File: config.mk
export PLATFORM = sky130hd
export DESIGN_NAME = gray_byte_counter
export DESIGN_NICKNAME = d
export VERILOG_FILES = /design/src/rtl/gbc_pkg.sv /design/src/rtl/gbc_bit_decode.sv /design/src/rtl/gbc_gray2bin.sv /design/src/rtl/gbc_flip_sel.sv /design/src/rtl/gray_byte_counter.sv
export SDC_FILE = /design/constraint.sdc
export NUM_CORES = 1
export LEC_CHECK = 0
export CORE_UTILIZATION = 45
export CTS_CLUSTER_SIZE = 20
export DETAILED_ROUTE_END_ITERATION = 6
export PLACE_DENSITY = 0.88
export SLEW_MARGIN = 40
export SYNTH_ARGS = -nofsm -noshare
export SYNTH_HDL_FRONTEND = slang
export SYNTH_HIERARCHICAL = 1
export SYNTH_SLANG_ARGS = --single-unit
export TNS_END_PERCENT = 5
File: constraint.sdc
create_clock -name clk -period 3.3 [get_ports clk]
set_clock_uncertainty 0.1 [all_clocks]
set_input_delay 0.33 -clock clk [delete_from_list [all_inputs] [get_ports clk]]
set_output_delay 0.33 -clock clk [all_outputs]
set_load 0.1 [all_outputs]
File: src/rtl/gbc_pkg.sv
package gbc_pkg;
    // Sequencer states
    typedef enum logic [2:0] {
        ST_BOOT,
        ST_LOAD,
        ST_IDLE,
        ST_WRITE,
        ST_FINISH
    } gbc_state_e;
endpackage

File: src/rtl/gbc_bit_decode.sv
// Threshold decoder: a stored byte reads as one when enough of its bits are set.
module gbc_bit_decode #(
    parameter int BYTE_W = 8,
    parameter int TH_W   = $clog2(BYTE_W + 1)
) (
    input  logic [BYTE_W-1:0] byte_i,
    input  logic [TH_W-1:0]   thresh_i,
    output logic              bit_o
);
    logic [TH_W-1:0] ones;

    always_comb begin
        ones = '0;
        for (int i = 0; i < BYTE_W; i++) begin
            ones = ones + TH_W'(byte_i[i]);
        end
        bit_o = (ones >= thresh_i);
    end
endmodule

File: src/rtl/gbc_gray2bin.sv
// Gray to binary: running XOR from the top bit downward.
module gbc_gray2bin #(
    parameter int W = 16
) (
    input  logic [W-1:0] gray_i,
    output logic [W-1:0] bin_o
);
    assign bin_o[W-1] = gray_i[W-1];

    for (genvar i = W - 2; i >= 0; i--) begin : g_chain
        assign bin_o[i] = bin_o[i+1] ^ gray_i[i];
    end
endmodule

File: src/rtl/gbc_flip_sel.sv
// Selects the Gray bit that changes on the next increment.
module gbc_flip_sel #(
    parameter int W     = 16,
    parameter int IDX_W = $clog2(W)
) (
    input  logic [W-1:0]     gray_i,
    output logic [IDX_W-1:0] idx_o
);
    logic [IDX_W-1:0] low;

    always_comb begin
        low = IDX_W'(W - 1);
        for (int i = W - 1; i >= 0; i--) begin
            if (gray_i[i]) low = IDX_W'(i);
        end
        if (!(^gray_i)) begin
            idx_o = '0;                      // even count: lowest bit
        end else if (low == IDX_W'(W - 1)) begin
            idx_o = low;                     // wrap from the last value
        end else begin
            idx_o = low + IDX_W'(1);         // bit above lowest set bit
        end
    end
endmodule

File: src/rtl/gray_byte_counter.sv
module gray_byte_counter
    import gbc_pkg::*;
#(
    parameter int CNT_W  = 16,
    parameter int ADDR_W = 16,
    parameter int BYTE_W = 8,
    localparam int IDX_W = $clog2(CNT_W),
    localparam int TH_W  = $clog2(BYTE_W + 1)
) (
    input  logic              clk,
    input  logic              rst_n,
    input  logic              load_req,
    input  logic              incr_req,
    input  logic [TH_W-1:0]   thresh,
    input  logic [ADDR_W-1:0] base_addr,
    output logic              mem_req,
    output logic              mem_we,
    output logic [ADDR_W-1:0] mem_addr,
    output logic [BYTE_W-1:0] mem_wdata,
    input  logic              mem_ack,
    input  logic [BYTE_W-1:0] mem_rdata,
    output logic              busy,
    output logic              done,
    output logic [CNT_W-1:0]  gray_count,
    output logic [CNT_W-1:0]  bin_count
);
    localparam logic [IDX_W-1:0] LAST_IDX = IDX_W'(CNT_W - 1);

    gbc_state_e        state_q, state_d;
    logic [IDX_W-1:0]  idx_q;
    logic [IDX_W-1:0]  flip_q;
    logic              new_bit_q;
    logic [CNT_W-1:0]  gray_q;
    logic [IDX_W-1:0]  flip_idx;
    logic              dec_bit;

    gbc_bit_decode #(.BYTE_W(BYTE_W), .TH_W(TH_W)) u_decode (
        .byte_i   (mem_rdata),
        .thresh_i (thresh),
        .bit_o    (dec_bit)
    );

    gbc_flip_sel #(.W(CNT_W), .IDX_W(IDX_W)) u_flip (
        .gray_i (gray_q),
        .idx_o  (flip_idx)
    );

    gbc_gray2bin #(.W(CNT_W)) u_g2b (
        .gray_i (gray_q),
        .bin_o  (bin_count)
    );

    assign gray_count = gray_q;

    // State register
    always_ff @(posedge clk) begin
        if (!rst_n) state_q <= ST_BOOT;
        else        state_q <= state_d;
    end

    // Next state
    always_comb begin
        state_d = state_q;
        unique case (state_q)
            ST_BOOT:   state_d = ST_LOAD;
            ST_LOAD:   if (mem_ack && idx_q == LAST_IDX) state_d = ST_FINISH;
            ST_IDLE: begin
                if (load_req)      state_d = ST_LOAD;
                else if (incr_req) state_d = ST_WRITE;
            end
            ST_WRITE:  if (mem_ack) state_d = ST_FINISH;
            ST_FINISH: state_d = ST_IDLE;
            default:   state_d = ST_BOOT;
        endcase
    end

    // Datapath registers
    always_ff @(posedge clk) begin
        if (!rst_n) begin
            idx_q     <= '0;
            flip_q    <= '0;
            new_bit_q <= 1'b0;
            gray_q    <= '0;
        end else begin
            unique case (state_q)
                ST_IDLE: begin
                    idx_q <= '0;
                    if (!load_req && incr_req) begin
                        flip_q    <= flip_idx;
                        new_bit_q <= ~gray_q[flip_idx];
                    end
                end
                ST_LOAD: begin
                    if (mem_ack) begin
                        gray_q[idx_q] <= dec_bit;
                        idx_q         <= idx_q + IDX_W'(1);
                    end
                end
                ST_WRITE: begin
                    if (mem_ack) gray_q[flip_q] <= new_bit_q;
                end
                default: ;
            endcase
        end
    end

    // Outputs
    always_comb begin
        mem_req   = (state_q == ST_LOAD) || (state_q == ST_WRITE);
        mem_we    = (state_q == ST_WRITE);
        mem_addr  = base_addr + ADDR_W'((state_q == ST_WRITE) ? flip_q : idx_q);
        mem_wdata = {BYTE_W{new_bit_q}};
        busy      = (state_q != ST_IDLE);
        done      = (state_q == ST_FINISH);
    end

    // a completed write changes exactly one Gray bit
    a_r2_one_bit_step: assert property (@(posedge clk) disable iff (!rst_n)
        (state_q == ST_WRITE && mem_ack) |=> ($countones(gray_q ^ $past(gray_q)) == 1));

    // binary value advances by one per increment
    a_r2_bin_plus_one: assert property (@(posedge clk) disable iff (!rst_n)
        (state_q == ST_WRITE && mem_ack) |=> (bin_count == CNT_W'($past(bin_count) + 1)));

    // written bytes are all zeros or all ones
    a_r1_solid_byte: assert property (@(posedge clk) disable iff (!rst_n)
        (mem_req && mem_we) |-> (mem_wdata == '0 || mem_wdata == '1));

    // done lasts a single cycle
    a_r7_done_single: assert property (@(posedge clk) disable iff (!rst_n)
        done |=> !done);

    // request held stable until acknowledged
    a_r10_req_hold: assert property (@(posedge clk) disable iff (!rst_n)
        (mem_req && !mem_ack) |=> (mem_req && $stable(mem_addr) && $stable(mem_we)
                                   && $stable(mem_wdata)));

    // a load request in IDLE wins
    a_r8_load_first: assert property (@(posedge clk) disable iff (!rst_n)
        (state_q == ST_IDLE && load_req) |=> (state_q == ST_LOAD));
endmodule

# Yosys cells after proc, flatten, opt, wreduce, memory -nomap -nowiden
# Cells that the tools add are included.
[word_totals]
register_bits = 28
input_bits = 33
out_inout_bits = 60
elab_cells = 98
[op_classes]
add_sub_neg = 10
order_cmp = 6
n_eq_ne = 11
mux = 36
bitwise_logic = 16
n_reduce_logical = 14
[op_table]
columns = ["cell", "count"]
rows = [
  ["2-to-1 mux 4 bit", 12],
  ["bitwise mux 16 bit", 2],
  ["2-to-1 mux 16 bit", 2],
  ["case mux 16 bit (2 select lines)", 1],
  ["adder 4 x 1 -> 4 bit", 6],
  ["2-to-1 mux 3 bit", 8],
  ["adder 16 x 4 -> 16 bit", 1],
  ["parity 16 bit", 1],
  ["< comparator 4 x 5 -> 1 bit, second input constant", 3],
  ["case mux 3 bit (5 select lines)", 1],
  ["XOR 1 bit", 15],
  ["adder 4 x 1 -> 4 bit, second input constant", 2],
  ["demux 1 bit (select 4 bit)", 2],
  ["equality test 4 bit, second input constant", 2],
  [">= comparator 4 x 1 -> 1 bit, second input constant", 2],
  ["case mux 4 bit (2 select lines)", 1],
  ["equality test 3 x 2 -> 1 bit, second input constant", 2],
  ["AND reduction 3 bit", 2],
  ["binary-select mux 1 bit (select 4 bit)", 1],
  [">= comparator 4 bit", 1],
  ["logical AND 1 bit", 4],
  ["2-to-1 mux 1 bit", 4],
  ["2-to-1 mux 2 bit", 2],
  ["!= test 2 bit, second input constant", 2],
  ["12 further kinds", 14],
]

# Depth between registers and ports, before layout
[logic_depth]
ltp_word = 21
ltp_mapped = 15
depth_no_buf = 14

# Hierarchy
# The synthesis kept the hierarchy.
[by_module_without_submodules]
columns = ["mod", "n_inst", "cells_per_inst", "area_per_inst_um2"]
rows = [
  ["gray_byte_counter", 1, 319, 2521.2],
  ["gbc_flip_sel", 1, 63, 455.4],
  ["gbc_gray2bin", 1, 28, 314.1],
  ["gbc_bit_decode", 1, 28, 256.5],
]

# Worst setup path before layout
# Ideal clock, no wire load.
[synth_path]
kind = "register -> output"
startpoint = "register gray_q[14] (netlist: gray_count[14])"
endpoint = "output bin_count[7]"
arrival_ps = 5005
t_required_ps = 2870
slack_ps = -2135
path_stages_with_launch = 5
path_cell_list = "dfxtp_1 -> xnor2_4 -> xnor3_2 -> xnor2_1 -> xor2_1"
[synth_via]
elab_chain_cells = 8
[synth_lines]
columns = ["element", "line_no", "rtl"]
rows = [
  ["from (decl)", "gray_byte_counter.sv:33", "logic [CNT_W-1:0] gray_q;"],
  ["from (signal, indexed assignment)", "gray_byte_counter.sv:95", "gray_q[idx_q] <= dec_bit;"],
  ["from (signal, indexed assignment)", "gray_byte_counter.sv:100", "if (mem_ack) gray_q[flip_q] <= new_bit_q;"],
  ["XOR 1 bit (7 in series)", "gbc_gray2bin.sv:11", "assign bin_o[i] = bin_o[i+1] ^ gray_i[i];"],
  ["via bin_count[8]", "gray_byte_counter.sv:25", "output logic [CNT_W-1:0] bin_count"],
  ["XOR 1 bit", "gbc_gray2bin.sv:11", ""],
  ["to (decl)", "gray_byte_counter.sv:25", ""],
]
# The timed path passes the listed nets, and every way through them passes these cells.

# Worst setup path after layout
[layout_path]
startpoint = "register gray_q[13] (netlist: gray_count[13])"
endpoint = "register new_bit_q"
[layout_via]
elab_chain_cells = 20
elab_cells_between_ends = 22
classes_between = "add/sub (1); eq/ne (1); mux (18); bitwise (1); reduce/logical (1)"
[layout_lines]
columns = ["element", "line_no", "rtl"]
rows = [
  ["2-to-1 mux 2 bit (2 in series)", "gbc_flip_sel.sv:14", "if (gray_i[i]) low = IDX_W'(i);"],
  ["2-to-1 mux 3 bit (4 in series)", "gbc_flip_sel.sv:14", ""],
  ["2-to-1 mux 4 bit (8 in series)", "gbc_flip_sel.sv:14", ""],
  ["adder 4 x 1 -> 4 bit / equality test 4 bit (equally long branches)", "gbc_flip_sel.sv:21, gbc_flip_sel.sv:18", ""],
  ["2-to-1 mux 4 bit", "gbc_flip_sel.sv:18", "end else if (low == IDX_W'(W - 1)) begin"],
  ["2-to-1 mux 4 bit *", "gbc_flip_sel.sv:16", "if (!(^gray_i)) begin"],
  ["via flip_idx[1]", "gray_byte_counter.sv:34", "logic [IDX_W-1:0] flip_idx;"],
  ["binary-select mux 1 bit (select 4 bit) *", "gray_byte_counter.sv:90", "new_bit_q <= ~gray_q[flip_idx];"],
  ["2-to-1 mux 1 bit (implied by the code) *", "gray_byte_counter.sv:90", ""],
  ["inverter 1 bit *", "gray_byte_counter.sv:90", ""],
  ["to (signal assigned)", "gray_byte_counter.sv:90", ""],
  ["to (decl)", "gray_byte_counter.sv:32", "logic new_bit_q;"],
]
# The timed path passes the listed nets; every way through them passes the cells marked *. The select of a mux whose other input is x is not followed.
# A chain may end at the register's enable or synchronous reset.

==> flow_summary_export.csv <==
group,metric,value,unit
pwr,p_leak,2.26,nW
yosys,synth_area_per_cell,8.10,µm²
floorplan,pin_count,93,
placed_design,gp_congestion,0.976,
layout,area.growth.synth_to_final,53.1,%
yosys,synth_cell_type_count,71,
yosys,synthArstFlopShare,0,%
placed_design,portBuffers,92,
clock_tree,postCtsHoldBufs,0,
timing,tns,-2490,ps
routing,viasPerCell,6.06,
yosys,synth_edf_count,0,
clock_tree,numCtsBuffers,3,
routing,antenna_left,0,
yosys,yosysWarningCount,6,
floorplan,dieWidth,90.8,µm
setup_path,crit_arrival,3660,ps
setup_path,required,3390,ps
timing,setup_violations,16,
timing,final.setup.worst_slack,-277,ps
timing,fin_crit,3580,ps
timing,final_max_slew_viol_count,0,
layout,final_layout_size_suffix_gt1_share,37.3,%
floorplan,die-area,8240,µm²
timing,whs,485,ps
timing,period_share,108,%
routing,routed_wl,11700,µm
pwr,pwr_density_cell,216,nW/µm²
yosys,synth_cells,438,
grt,grt_pass1_vias,3833,
floorplan,core,7690,µm²
pwr,total_power,1.17,mW
timing,maxSlewHeadroom,50.1,%
timing,fmax,280,MHz
timing,hold_violations,0,
setup_path,critPathKind,"reg2reg",
floorplan,start_util,46.1,%
clock_tree,root_buffer,"clkbuf_8",
setup_path,cp_max_fo,7,
yosys,synth-main-ff-cell,"dfxtp_1",
run_status,violations,"negative setup slack",
clock_tree,cts_tree,"yes",
layout,nets,605,
clock_tree,clkTransAtPathRegs,110,ps
yosys,synth_area,3550,µm²
clock_tree,cts_max_level,1,
timing,rsz0062_at_grt,"yes",
clock_tree,clockBufferDepth,2,
routing,wl_per_cell,18.0,µm
floorplan,row_count,32,
clock_tree,clock_latency,280,ps
grt,track_usage,27.8,%
clock_tree,cts_sinks,28,
routing,via_count,3932,
pwr,vdd_drop_max,0.190,mV
routing,drt-initial-drc-count,472,
yosys,ys_ff_latch,28,
setup_path,cp-start-kind,"flop",
placed_design,dp_hpwl,9000,µm
grt,grt_max_degree,25,
yosys,synth_nets,495,
flow_run,cap_violations,0,
routing,drcViolationCount,0,
setup_path,endpoint_kind,"flop",
routing,dr.pass1.iters,5,
yosys,seq_area_frac_synth,15.8,%
min_path,min_path_type,"reg2reg",
floorplan,die_y,90.8,µm
run_status,status,"finished with violations",
grt,grt_pass1_wl,18700,µm
layout,diodes,0,
timing,worstMarginPinSlew,743,ps
grt,antenna_found_initial,0,
grt,overflow,0,
## timing repair
action,CTS,global route
buffers inserted,0,4
endpoints found under the setup margin,19,22
hold endpoints to repair,0,0
pin swaps,11,12
resized for setup,39,24
## critical path, stage by stage, from the launching register on
cell and delay (ps):
dfxtp_2 340, inv_2 60, ha_4 120, nor3_2 50, o311ai_1 290, buf_4 180
a211oi_4 70, nor3_2 190, ha_2 240, nand3_4 60, or4_4 420, a21oi_2 160
buf_6 150, mux4_2 540, o22ai_4 160, nor4_4 50, a2111oi_2 290
## kinds of logic after synthesis
kind of cell / Yosys count / share of synthesized area (%)
adder cells (fa/ha/maj): 24 / 9.52
AO/OA/AOI/OAI: 100 / 21.1
XOR/XNOR: 53 / 15.5
AND/OR/NAND/NOR: 145 / 24.7
flip-flops: 28 / 15.8
multiplexers: 11 / 3.88
buffers and inverters: 77 / 9.49
## cell usage in the layout, fill, tap and decap left out, types with 11 or more instances in the layout
master / count
xnor2_1: 18
inv_1: 35
nor2_1: 19
a21oi_1: 17
xnor2_4: 14
nand2_1: 16
dfxtp_1: 13
buf_2: 14
nor3_1: 13
dfxtp_2: 15
buf_4: 77
nand2b_1: 11
o21a_1: 11
clkdlybuf4s50_1: 26
buf_12: 21
ha_1: 14
nand3_1: 13
## where the power goes
group | internal, mW | switching (mW)
Sequential | 0.340 | 0.00692
Clock | 0.107 | 0.121
Combinational | 0.268 | 0.330
## synth_stat cells (5+ instances only)
library cell	n	area (µm²)
ha_1	19	238
inv_1	39	146
nor2b_1	10	62.6
nor4_1	8	50.1
o21a_1	12	90.1
xor2_1	12	105
nor3b_1	8	60.1
nand3_1	13	65.1
o31a_1	7	61.3
fa_1	5	100
nor2_1	20	75.1
and3_1	5	31.3
dfxtp_1	28	561
nand2_1	16	60.1
a2111oi_0	6	52.6
nand2b_1	11	68.8
xnor2_1	35	307
o21ai_0	7	35.0
clkbuf_1	20	75.1
nand4_1	7	43.8
nor3_1	16	80.1
a31oi_1	5	31.3
buf_4	10	75.1
a211oi_1	12	90.1
mux2i_1	7	70.1
a21oi_1	19	95.1
## layout make-up
class / count / area [µm²]
Inverter: 40 / 150
Timing Repair Buffer: 142 / 1370
Clock buffer: 4 / 55.1
Sequential cell: 28 / 579
Fill cell: 584 / 2260
Tap cell: 102 / 128
Multi-Input combinational cell: 333 / 3150
## metrics by stage
stage | std cells | instance area, µm² | util (%) | setup WS (ps)
floorplan | 438 | 3890 | - | -521
global placement | 641 | 5240 | 68.1 | -885
detailed placement | 641 | 5190 | 67.5 | -1120
CTS | 645 | 5300 | 68.9 | -335
global route | 649 | 5430 | 70.6 | -391
finish | 649 | 5430 | 70.6 | -277
## path summary, 6_finish.rpt
kind / from / end / slack, ps / cells past startpoint
worst max-delay path: gray_count[13] / new_bit_q / -280 / 16
worst min-delay path: idx_q[1] / idx_q[1] / 480 / 2
worst max register to register: gray_count[13] / new_bit_q / -280 / 16
worst min register to register: idx_q[1] / idx_q[1] / 480 / 2
## state kept, by name, summed over array words and instances, names as in the netlist
| name | count |
|---|---|
| flip_q | 4 |
| gray_count | 16 |
| idx_q | 4 |
| new_bit_q | 1 |
| state_q | 3 |
## per-layer routing
metal	share of wire (%)	track usage (%)	vias up
met4	1.7	9.79	0
met1	39	33.6	1873
met2	51	50.4	231
li1	-	-	1806
met5	0	0	-
met3	7.7	3.45	22
(Power assumes the default switching activity.)
